$ cat config.mk
export PLATFORM = sky130hd
export DESIGN_NAME = fsync_adc_port
export DESIGN_NICKNAME = d
export VERILOG_FILES = /design/src/rtl/fsync_adc_pkg.sv /design/src/rtl/fsync_adc_ctrl.sv /design/src/rtl/fsync_adc_dp.sv /design/src/rtl/fsync_adc_port.sv
export SDC_FILE = /design/constraint.sdc
export NUM_CORES = 1
export LEC_CHECK = 0
export ABC_AREA = 1
export BUFFER_PORTS_ARGS = -buffer_cell sky130_fd_sc_hd__buf_2
export CORE_UTILIZATION = 30
export CTS_CLUSTER_SIZE = 24
export DETAILED_ROUTE_END_ITERATION = 6
export PLACE_DENSITY = 0.56
export SLEW_MARGIN = 20
export SYNTH_ARGS = -nofsm -noshare
export SYNTH_HDL_FRONTEND = slang
export SYNTH_SLANG_ARGS = --single-unit
$ cat constraint.sdc
create_clock -name clk -period 3.2 [get_ports clk]
set_input_delay 0.16 -clock clk [delete_from_list [all_inputs] [get_ports clk]]
set_output_delay 0.16 -clock clk [all_outputs]
set_load 0.01 [all_outputs]
$ cat src/rtl/fsync_adc_pkg.sv
package fsync_adc_pkg;

  typedef enum logic [1:0] {
    ST_IDLE   = 2'd0,
    ST_ACTIVE = 2'd1,
    ST_SHUT   = 2'd2
  } linkState_e;

  typedef struct packed {
    logic frameStart;
    logic kill;
    logic shiftCmd;
    logic latchChan;
    logic cmdDone;
    logic sample;
    logic fsSet;
    logic fsClr;
    logic shiftOut;
  } dpStrobes_t;

endpackage

$ cat src/rtl/fsync_adc_ctrl.sv
module fsync_adc_ctrl
  import fsync_adc_pkg::*;
#(
  parameter int CMD_W  = 16,
  parameter int CHAN_W = 3,
  parameter int WORD_W = 16
) (
  input  logic       clk,
  input  logic       rstN,
  input  logic       sclk,
  input  logic       csN,
  input  logic       fsIn,
  output dpStrobes_t st,
  output logic       acquiring,
  output logic       pwrDown
);

  localparam int SAMP_NO = CMD_W - 1;
  localparam int FS_NO   = CMD_W;
  localparam int OUT_NO  = CMD_W + 1;
  localparam int MAX_NO  = OUT_NO + WORD_W;
  localparam int CNT_W   = $clog2(MAX_NO + 1);

  localparam logic [CNT_W-1:0] SAMP_C = CNT_W'(SAMP_NO);
  localparam logic [CNT_W-1:0] FS_C   = CNT_W'(FS_NO);
  localparam logic [CNT_W-1:0] OUT_C  = CNT_W'(OUT_NO);
  localparam logic [CNT_W-1:0] MAX_C  = CNT_W'(MAX_NO);
  localparam logic [CNT_W-1:0] CHAN_C = CNT_W'(CHAN_W);
  localparam logic [CNT_W-1:0] CMD_C  = CNT_W'(CMD_W);

  linkState_e       state;
  logic             sclkQ, fsQ, csQ;
  logic [CNT_W-1:0] clkNo;
  logic [CNT_W-1:0] nextNo;
  logic             sclkRise, sclkFall, fsFall, csRise, act, fallOk;

  assign sclkRise = sclk & ~sclkQ;
  assign sclkFall = ~sclk & sclkQ;
  assign fsFall   = ~fsIn & fsQ;
  assign csRise   = csN & ~csQ;
  assign nextNo   = (clkNo == MAX_C) ? MAX_C : clkNo + 1'b1;

  always_comb begin
    st            = '0;
    st.kill       = csRise;
    st.frameStart = fsFall & ~csN & (state != ST_SHUT) & ~csRise;
    act           = (state == ST_ACTIVE) & ~st.frameStart & ~csRise;
    fallOk        = act & sclkFall & (clkNo != '0) & (clkNo <= CMD_C);
    st.shiftCmd   = fallOk;
    st.latchChan  = fallOk & (clkNo == CHAN_C);
    st.cmdDone    = fallOk & (clkNo == CMD_C);
    st.sample     = act & sclkRise & (nextNo == SAMP_C);
    st.fsSet      = act & sclkRise & (nextNo == FS_C);
    st.fsClr      = act & sclkRise & (nextNo == OUT_C);
    st.shiftOut   = act & sclkRise & (nextNo >= OUT_C);
  end

  always_ff @(posedge clk) begin
    if (!rstN) begin
      sclkQ     <= 1'b0;
      fsQ       <= 1'b0;
      csQ       <= 1'b1;
      state     <= ST_IDLE;
      clkNo     <= '0;
      acquiring <= 1'b0;
    end else begin
      sclkQ <= sclk;
      fsQ   <= fsIn;
      csQ   <= csN;
      if (csRise) begin
        state <= ST_SHUT;
      end else if (state == ST_SHUT) begin
        if (!csN) state <= ST_IDLE;
      end else if (st.frameStart) begin
        state <= ST_ACTIVE;
      end
      if (st.frameStart) clkNo <= '0;
      else if (act && sclkRise) clkNo <= nextNo;
      if (st.kill || st.frameStart) acquiring <= 1'b0;
      else if (st.latchChan) acquiring <= 1'b1;
      else if (st.sample) acquiring <= 1'b0;
    end
  end

  assign pwrDown = (state == ST_SHUT);

  AST_CNT_BOUND: assert property (@(posedge clk) disable iff (!rstN)
    clkNo <= MAX_C);
  AST_ACQ_ONLY_ACTIVE: assert property (@(posedge clk) disable iff (!rstN)
    acquiring |-> (state == ST_ACTIVE));
  AST_ACQ_DONE_AT_FS: assert property (@(posedge clk) disable iff (!rstN)
    st.fsSet |-> !acquiring);

endmodule

$ cat src/rtl/fsync_adc_dp.sv
module fsync_adc_dp
  import fsync_adc_pkg::*;
#(
  parameter int DATA_W = 14,
  parameter int STAT_W = 2,
  parameter int CMD_W  = 16,
  parameter int CHAN_W = 3
) (
  input  logic              clk,
  input  logic              rstN,
  input  dpStrobes_t        st,
  input  logic              din,
  input  logic [DATA_W-1:0] adcData,
  input  logic [STAT_W-1:0] adcStatus,
  output logic              dout,
  output logic              fsOut,
  output logic [CHAN_W-1:0] chanSel,
  output logic              sampleStb,
  output logic [CMD_W-1:0]  cmdWord,
  output logic              cmdValid
);

  localparam int WORD_W = DATA_W + STAT_W;

  logic [CMD_W-1:0]  cmdSh;
  logic [CMD_W:0]    cmdNext;
  logic [WORD_W-1:0] outSh;

  assign cmdNext = {cmdSh, din};

  always_ff @(posedge clk) begin
    if (!rstN) begin
      cmdSh     <= '0;
      chanSel   <= '0;
      cmdWord   <= '0;
      cmdValid  <= 1'b0;
      sampleStb <= 1'b0;
      outSh     <= '0;
      dout      <= 1'b0;
      fsOut     <= 1'b0;
    end else begin
      cmdValid  <= st.cmdDone;
      sampleStb <= st.sample;
      if (st.shiftCmd)  cmdSh   <= cmdNext[CMD_W-1:0];
      if (st.latchChan) chanSel <= cmdNext[CHAN_W-1:0];
      if (st.cmdDone)   cmdWord <= cmdNext[CMD_W-1:0];
      if (st.kill || st.frameStart) begin
        dout  <= 1'b0;
        fsOut <= 1'b0;
        outSh <= '0;
      end else begin
        if (st.sample) outSh <= {adcData, adcStatus};
        if (st.fsSet) fsOut <= 1'b1;
        else if (st.fsClr) fsOut <= 1'b0;
        if (st.shiftOut) begin
          dout  <= outSh[WORD_W-1];
          outSh <= {outSh[WORD_W-2:0], 1'b0};
        end
      end
    end
  end

  AST_DOUT_QUIET_IN_FS: assert property (@(posedge clk) disable iff (!rstN)
    fsOut |-> !dout);
  AST_SAMPLE_NOT_WITH_SHIFT: assert property (@(posedge clk) disable iff (!rstN)
    sampleStb |-> !fsOut);

endmodule

$ cat src/rtl/fsync_adc_port.sv
module fsync_adc_port
  import fsync_adc_pkg::*;
#(
  parameter int DATA_W = 14,
  parameter int STAT_W = 2,
  parameter int CMD_W  = 16,
  parameter int CHAN_W = 3
) (
  input  logic              clk,
  input  logic              rstN,
  input  logic              sclk,
  input  logic              din,
  input  logic              csN,
  input  logic              fsIn,
  input  logic [DATA_W-1:0] adcData,
  input  logic [STAT_W-1:0] adcStatus,
  output logic              dout,
  output logic              fsOut,
  output logic [CHAN_W-1:0] chanSel,
  output logic              acquiring,
  output logic              sampleStb,
  output logic [CMD_W-1:0]  cmdWord,
  output logic              cmdValid,
  output logic              pwrDown
);

  localparam int WORD_W = DATA_W + STAT_W;

  dpStrobes_t st;

  fsync_adc_ctrl #(.CMD_W(CMD_W), .CHAN_W(CHAN_W), .WORD_W(WORD_W)) uCtrl (
    .clk(clk), .rstN(rstN), .sclk(sclk), .csN(csN), .fsIn(fsIn),
    .st(st), .acquiring(acquiring), .pwrDown(pwrDown)
  );

  fsync_adc_dp #(.DATA_W(DATA_W), .STAT_W(STAT_W), .CMD_W(CMD_W), .CHAN_W(CHAN_W)) uDp (
    .clk(clk), .rstN(rstN), .st(st), .din(din), .adcData(adcData),
    .adcStatus(adcStatus), .dout(dout), .fsOut(fsOut), .chanSel(chanSel),
    .sampleStb(sampleStb), .cmdWord(cmdWord), .cmdValid(cmdValid)
  );

  AST_SHUT_SILENT: assert property (@(posedge clk) disable iff (!rstN)
    pwrDown |-> (!dout && !fsOut));
  AST_SHUT_NO_ACQ: assert property (@(posedge clk) disable iff (!rstN)
    pwrDown |-> !acquiring);

endmodule

After elaboration in Yosys (flattened, before gate mapping)

Index checks and enable logic that the tools add are counted.

Reductions and logical operators: 14
Equal/unequal tests: 11
Add/subtract/negate cells: 1
$mul: 0
Bitwise logic cells: 27
Mux-type cells: 11
Magnitude comparators: 2
Div/mod/pow operators: 0
Shift-type cells: 0

Operator list:

| kind                                                               | count |
|---|---|
| two-way mux 16 bit                                                 | 2 |
| AND 1 bit                                                          | 19 |
| equality test 6 x 5 -> 1 bit (second input constant)               | 3 |
| two-way mux 2 bit                                                  | 4 |
| inverter 1 bit                                                     | 8 |
| nonzero test 2 bit                                                 | 4 |
| adder 6 x 1 -> 6 bit (second input constant)                       | 1 |
| equality test 6 x 2 -> 1 bit (second input constant)               | 1 |
| equality test 6 x 4 -> 1 bit (second input constant)               | 1 |
| equality test 6 bit (second input constant)                        | 1 |
| greater-or-equal comparator 6 x 5 -> 1 bit (second input constant) | 1 |
| less-or-equal comparator 6 x 5 -> 1 bit (second input constant)    | 1 |
| two-way mux 6 bit                                                  | 1 |
| nonzero test 6 bit                                                 | 1 |
| OR reduction 2 bit                                                 | 3 |
| two-way mux 1 bit                                                  | 4 |
| inequality test 2 bit (second input constant)                      | 2 |
| AND reduction 2 bit                                                | 2 |
| inequality test 3 x 2 -> 1 bit (second input constant)             | 1 |
| nonzero test 3 bit                                                 | 1 |
| OR reduction 3 bit                                                 | 1 |
| equality test 2 x 1 -> 1 bit (second input constant)               | 1 |
| equality test 2 bit (second input constant)                        | 1 |
| logical AND 1 bit                                                  | 1 |
| logical OR 1 bit                                                   | 1 |

Output and inout port bits: 25
Input bits: 22
Memory bits (writable): 0
Logic and storage cells: 82
Memories: 0
Memory bits (read-only): 0
Latch bits: 0
Register bits after elaboration: 66

Longest topological paths before layout

Depth in word-level cells: 13
Depth in mapped cells: 14

By module

A second synthesis with hierarchy kept.

Cells, all modules: 437
Area total of the unflattened synthesis: 2971.6 sq um

By module, submodules not included:

| module         | area an instance (sq um) | instances | cells each | sequential area each (sq um) |
|---|---|---|---|---|
| fsync_adc_dp   | 2168.3                   | 1         | 315        | 1081.0 |
| fsync_adc_ctrl | 803.3                    | 1         | 122        | 240.2 |

Least setup slack after synthesis

OpenSTA, ideal clock, no wires.

Kind: reg-to-reg
Start point: reg uCtrl.clkNo[0]
End point: reg uDp.outSh[6]
Cell stages (with the launch flop): 10
Slack: 1418 ps
Arrival time: 1650 ps
Cell sequence: dfxtp_1 inv_1 ha_1 o21ai_0 o21bai_2 nand3_2 buf_2 nand3_1 nand2_1 a21oi_1

Cells in the longest elaborated chain, start to end: 5

Ends and longest elaborated chain:

| element                                                                                    | line                                       | source |
|---|---|---|
| start, declared                                                                            | fsync_adc_ctrl.sv:33                       | `logic [CNT_W-1:0] clkNo;` |
| start signal, assigned                                                                     | fsync_adc_ctrl.sv:78                       | `else if (act && sclkRise) clkNo <= nextNo;` |
| adder 6 x 1 -> 6 bit or equality test 6 bit (tied branches)                                | fsync_adc_ctrl.sv:41                       | `assign nextNo = (clkNo == MAX_C) ? MAX_C : clkNo + 1'b1;` |
| two-way mux 6 bit (*)                                                                      | fsync_adc_ctrl.sv:41                       |  |
| greater-or-equal comparator 6 x 5 -> 1 bit or equality test 6 x 4 -> 1 bit (tied branches) | fsync_adc_ctrl.sv:55, fsync_adc_ctrl.sv:52 |  |
| AND 1 bit (on tied branches)                                                               | fsync_adc_ctrl.sv:55, fsync_adc_ctrl.sv:52 |  |
| two-way mux 16 bit or nonzero test 2 bit (tied branches)                                   | -                                          |  |
| end signal, assigned                                                                       | fsync_adc_dp.sv:52                         | `if (st.sample) outSh <= {adcData, adcStatus};` |
| end signal, assigned                                                                       | fsync_adc_dp.sv:57                         | `outSh <= {outSh[WORD_W-2:0], 1'b0};` |
| end, declared                                                                              | fsync_adc_dp.sv:27                         | `logic [WORD_W-1:0] outSh;` |

Every way passes the cells marked *; elsewhere a longest branch is shown, timed or not.
A chain may end at the register's enable or synchronous reset.

Worst setup path after layout

Start point: reg uCtrl.clkNo[0]
End point: reg uDp.cmdWord[14]

Cells in the longest elaborated chain, start to end: 4

Ends and longest elaborated chain:

| element                                                                         | line                 | source |
|---|---|---|
| branches (longest 3 deep; another with less-or-equal comparator 6 x 5 -> 1 bit) | -                    |  |
| AND 1 bit (*)                                                                   | fsync_adc_ctrl.sv:51 | `st.cmdDone = fallOk & (clkNo == CMD_C);` |
| end signal, assigned                                                            | fsync_adc_dp.sv:46   | `if (st.cmdDone) cmdWord <= cmdNext[CMD_W-1:0];` |
| end, declared                                                                   | fsync_adc_dp.sv:19   | `output logic [CMD_W-1:0] cmdWord,` |

Mark *: on every way between the ends.

==> out/metrics.yaml <==
global_route:
  grt_pass1_vias: 2440
  overflow: 0
  grt_pass1_wl_mm: 11.3
  track_usage_pct: 14.1
  antenna_found_initial: 0
  grt_max_degree: 37
worst_setup_path:
  arrival_ns: 2.84
  cp_max_fo: 21
  cp-end-kind: "flop"
  critPathKind: "reg2reg"
  cp.required_ns: 3.50
  r2r_cells: 11
  cp-start-kind: "flop"
yosys:
  yosysUniqueCellTypes: 28
  ys_ff_latch: 66
  synth_adder_area_share_pct: 2.11
  synth-seq-area-share_pct: 44.6
  yosys.area_share.xor_xnor_pct: 0
  avgSynthCellArea_um2: 7.30
  synthCells: 406
  synthMuxAreaShare_pct: 0
  syn_nets: 433
  synth_top_family_by_area: "simple AND/OR/NAND/NOR gates"
  synthSimpleGateAreaFrac_pct: 27.8
  synth_compound_area_share_pct: 14.9
  synth_area_um2: 2960
  yosys_warnings: 0
detailed_routing:
  antenna_left: 0
  vias: 2683
  firstDrtPassIters: 4
  drc: 0
  drt_wl_total_mm: 6.83
  wire_per_inst_um: 11.8
  drt_iter0_markers: 83
  vias_per_cell: 4.63
floorplanning:
  start_util_pct: 31.5
  die_x_um: 101
  rows: 35
  die_height_um: 101
  die-area_um2: 10300
  coreArea_um2: 9420
  io_pins: 47
clock_tree:
  numCtsBuffers: 9
  cts_buffer_depth: 2
  post_cts_resized: 0
  cts_tree: "done"
  cts_sinks: 66
  clk_latency_ns: 0.35
  htree_levels: 3
  cts_root_buffer: "clkbuf_8"
  clk_pin_slew_ns: 0.08
  post_cts_buffers: 0
placement:
  dpl.hpwl_mm: 4.53
  io_buffers: 46
  dp_worst_setup_slack_ns: 0.672
  postPlaceCellArea_um2: 3230
  routabilityCongestion: 0.823
power_and_ir_drop:
  vdd.ir_drop.worst_uv: 265
  powerDensity_nw_per_um2: 465
  power_w: 0.00161
  leakagePower_nw: 1.44
layout:
  synthToLayoutAreaGrowth_pct: 16.5
  fin_area_um2: 3450
  drive_gt1_share_pct: 17.8
  nets: 472
  fillers: 1032
  final_common_cell: "dfxtp_1"
  diodes: 0
  final_cell_mix: "dfxtp_1 (66), nand2_1 (60), nand3_1 (56), inv_1 (49), buf_2 (46)"
  final_util_pct: 36.7
sta:
  finalCritPeriodShare_pct: 79.5
  fmax_ghz: 0.393
  finalHoldViolations: 0
  fin_setup_tns_ns: 0
  finalMaxSlewViolations: 0
  postLayoutSetupSlackWorst_ns: 0.656
  maxSlewHeadroom_pct: 43.4
  min_period_ns: 2.54
  fin_worst_skew_ns: 0.0110
  rsz0062_at_grt: "false"
  worst_slew_pin_slew_ns: 0.849
  setup_viol: 0
status:
  status: "complete, no violations"
hold_path:
  min_path_type: "in2reg"
  worstHoldPathCells: 3
flow_run:
  cap_violations: 0
## state kept, by name, indices dropped and copies added, names as in the netlist
register and flops:
uDp.cmdWord 16, uDp.outSh 16, uDp.cmdSh 15, uCtrl.clkNo 6, uDp.chanSel 3, uCtrl.state 2, uCtrl.acquiring 1, uCtrl.csQ 1
uCtrl.fsQ 1, uCtrl.sclkQ 1, uDp.cmdValid 1, uDp.dout 1, uDp.fsOut 1, uDp.sampleStb 1
## cell families after synthesis
group / count (synthesis)
simple gates: 179
flops: 66
fa+ha+maj: 5
buf+inv: 72
compound gates: 84
## area by class of cell
cell class	instances	area (µm²)	share of cell area [%]
clock buffers	9	124	3.59
inverters	52	195	5.65
multi-input cells	268	1330	38.4
well taps	129	161	4.67
flip-flops and latches	66	1320	38.2
repair buffers	48	250	7.24
clock inverters	7	76.3	2.21
## repair_timing
item                       4_1_cts  5_1_grt
setup endpoints to repair        0        0
hold endpoints to repair         2        0
hold buffers                     2        0
## cell usage after synthesis, drive strengths merged
| cell | count | share of area (%) |
|---|---|---|
| a2111oi | 1 | 0.30 |
| a211oi | 2 | 0.51 |
| a21oi | 40 | 6.8 |
| a31oi | 1 | 0.21 |
| buf | 13 | 3.2 |
| clkbuf | 7 | 0.93 |
| dfxtp | 66 | 45 |
| ha | 5 | 2.1 |
| inv | 52 | 6.6 |
| nand2 | 66 | 9.0 |
| nand3 | 59 | 10 |
| nand4 | 4 | 0.84 |
| nor2 | 46 | 6.7 |
| nor3 | 3 | 0.51 |
| nor3b | 1 | 0.25 |
| o21ai | 39 | 6.7 |
| o21bai | 1 | 0.38 |
## worst max-delay path, cell delays in order, from the launching register on
cell     delay (ns)
dfxtp_1        0.49
inv_1          0.11
ha_1           0.22
nand2_1        0.11
nor3_1         0.06
nor2_1         0.13
nand2_2        0.19
inv_2          0.35
nand3_2        0.39
nor2_1         0.29
nand2_1        0.08
nand2_1        0.06
## stage by stage
step	instances	hold slack (ns)
CTS	579	0.0150
global route	579	0.0500
finish	579	0.0372
global placement	561	0.360
floorplan	406	0.253
detailed placement	561	0.371
## metal layers
layer | routed length [µm] | share of wire [%] | track usage (%)
met5 | 0 | 0 | 0
met4 | 85 | 1.2 | 4.68
met3 | 241 | 3.5 | 4.00
met2 | 3260 | 48 | 23.4
met1 | 3240 | 47 | 17.4
## power breakdown
part	switching, W	total (W)	leakage [nW]	internal [W]
logic	0.0000408	0.0000629	0.810	0.0000221
registers	0.00000348	0.000828	0.532	0.000825
clock network	0.000350	0.000714	0.0962	0.000365
## worst paths after layout
kind | start | to | slack [ns]
worst max-delay path | uCtrl.clkNo[0] | uDp.cmdWord[14] | 0.66
worst min-delay path | csN | uCtrl.csQ | 0.04
worst max register to register | uCtrl.clkNo[0] | uDp.cmdWord[14] | 0.66
worst min register to register | uDp.cmdWord[5] | uDp.cmdWord[5] | 0.44
No activity file was read; power rests on OpenSTA's default activity.
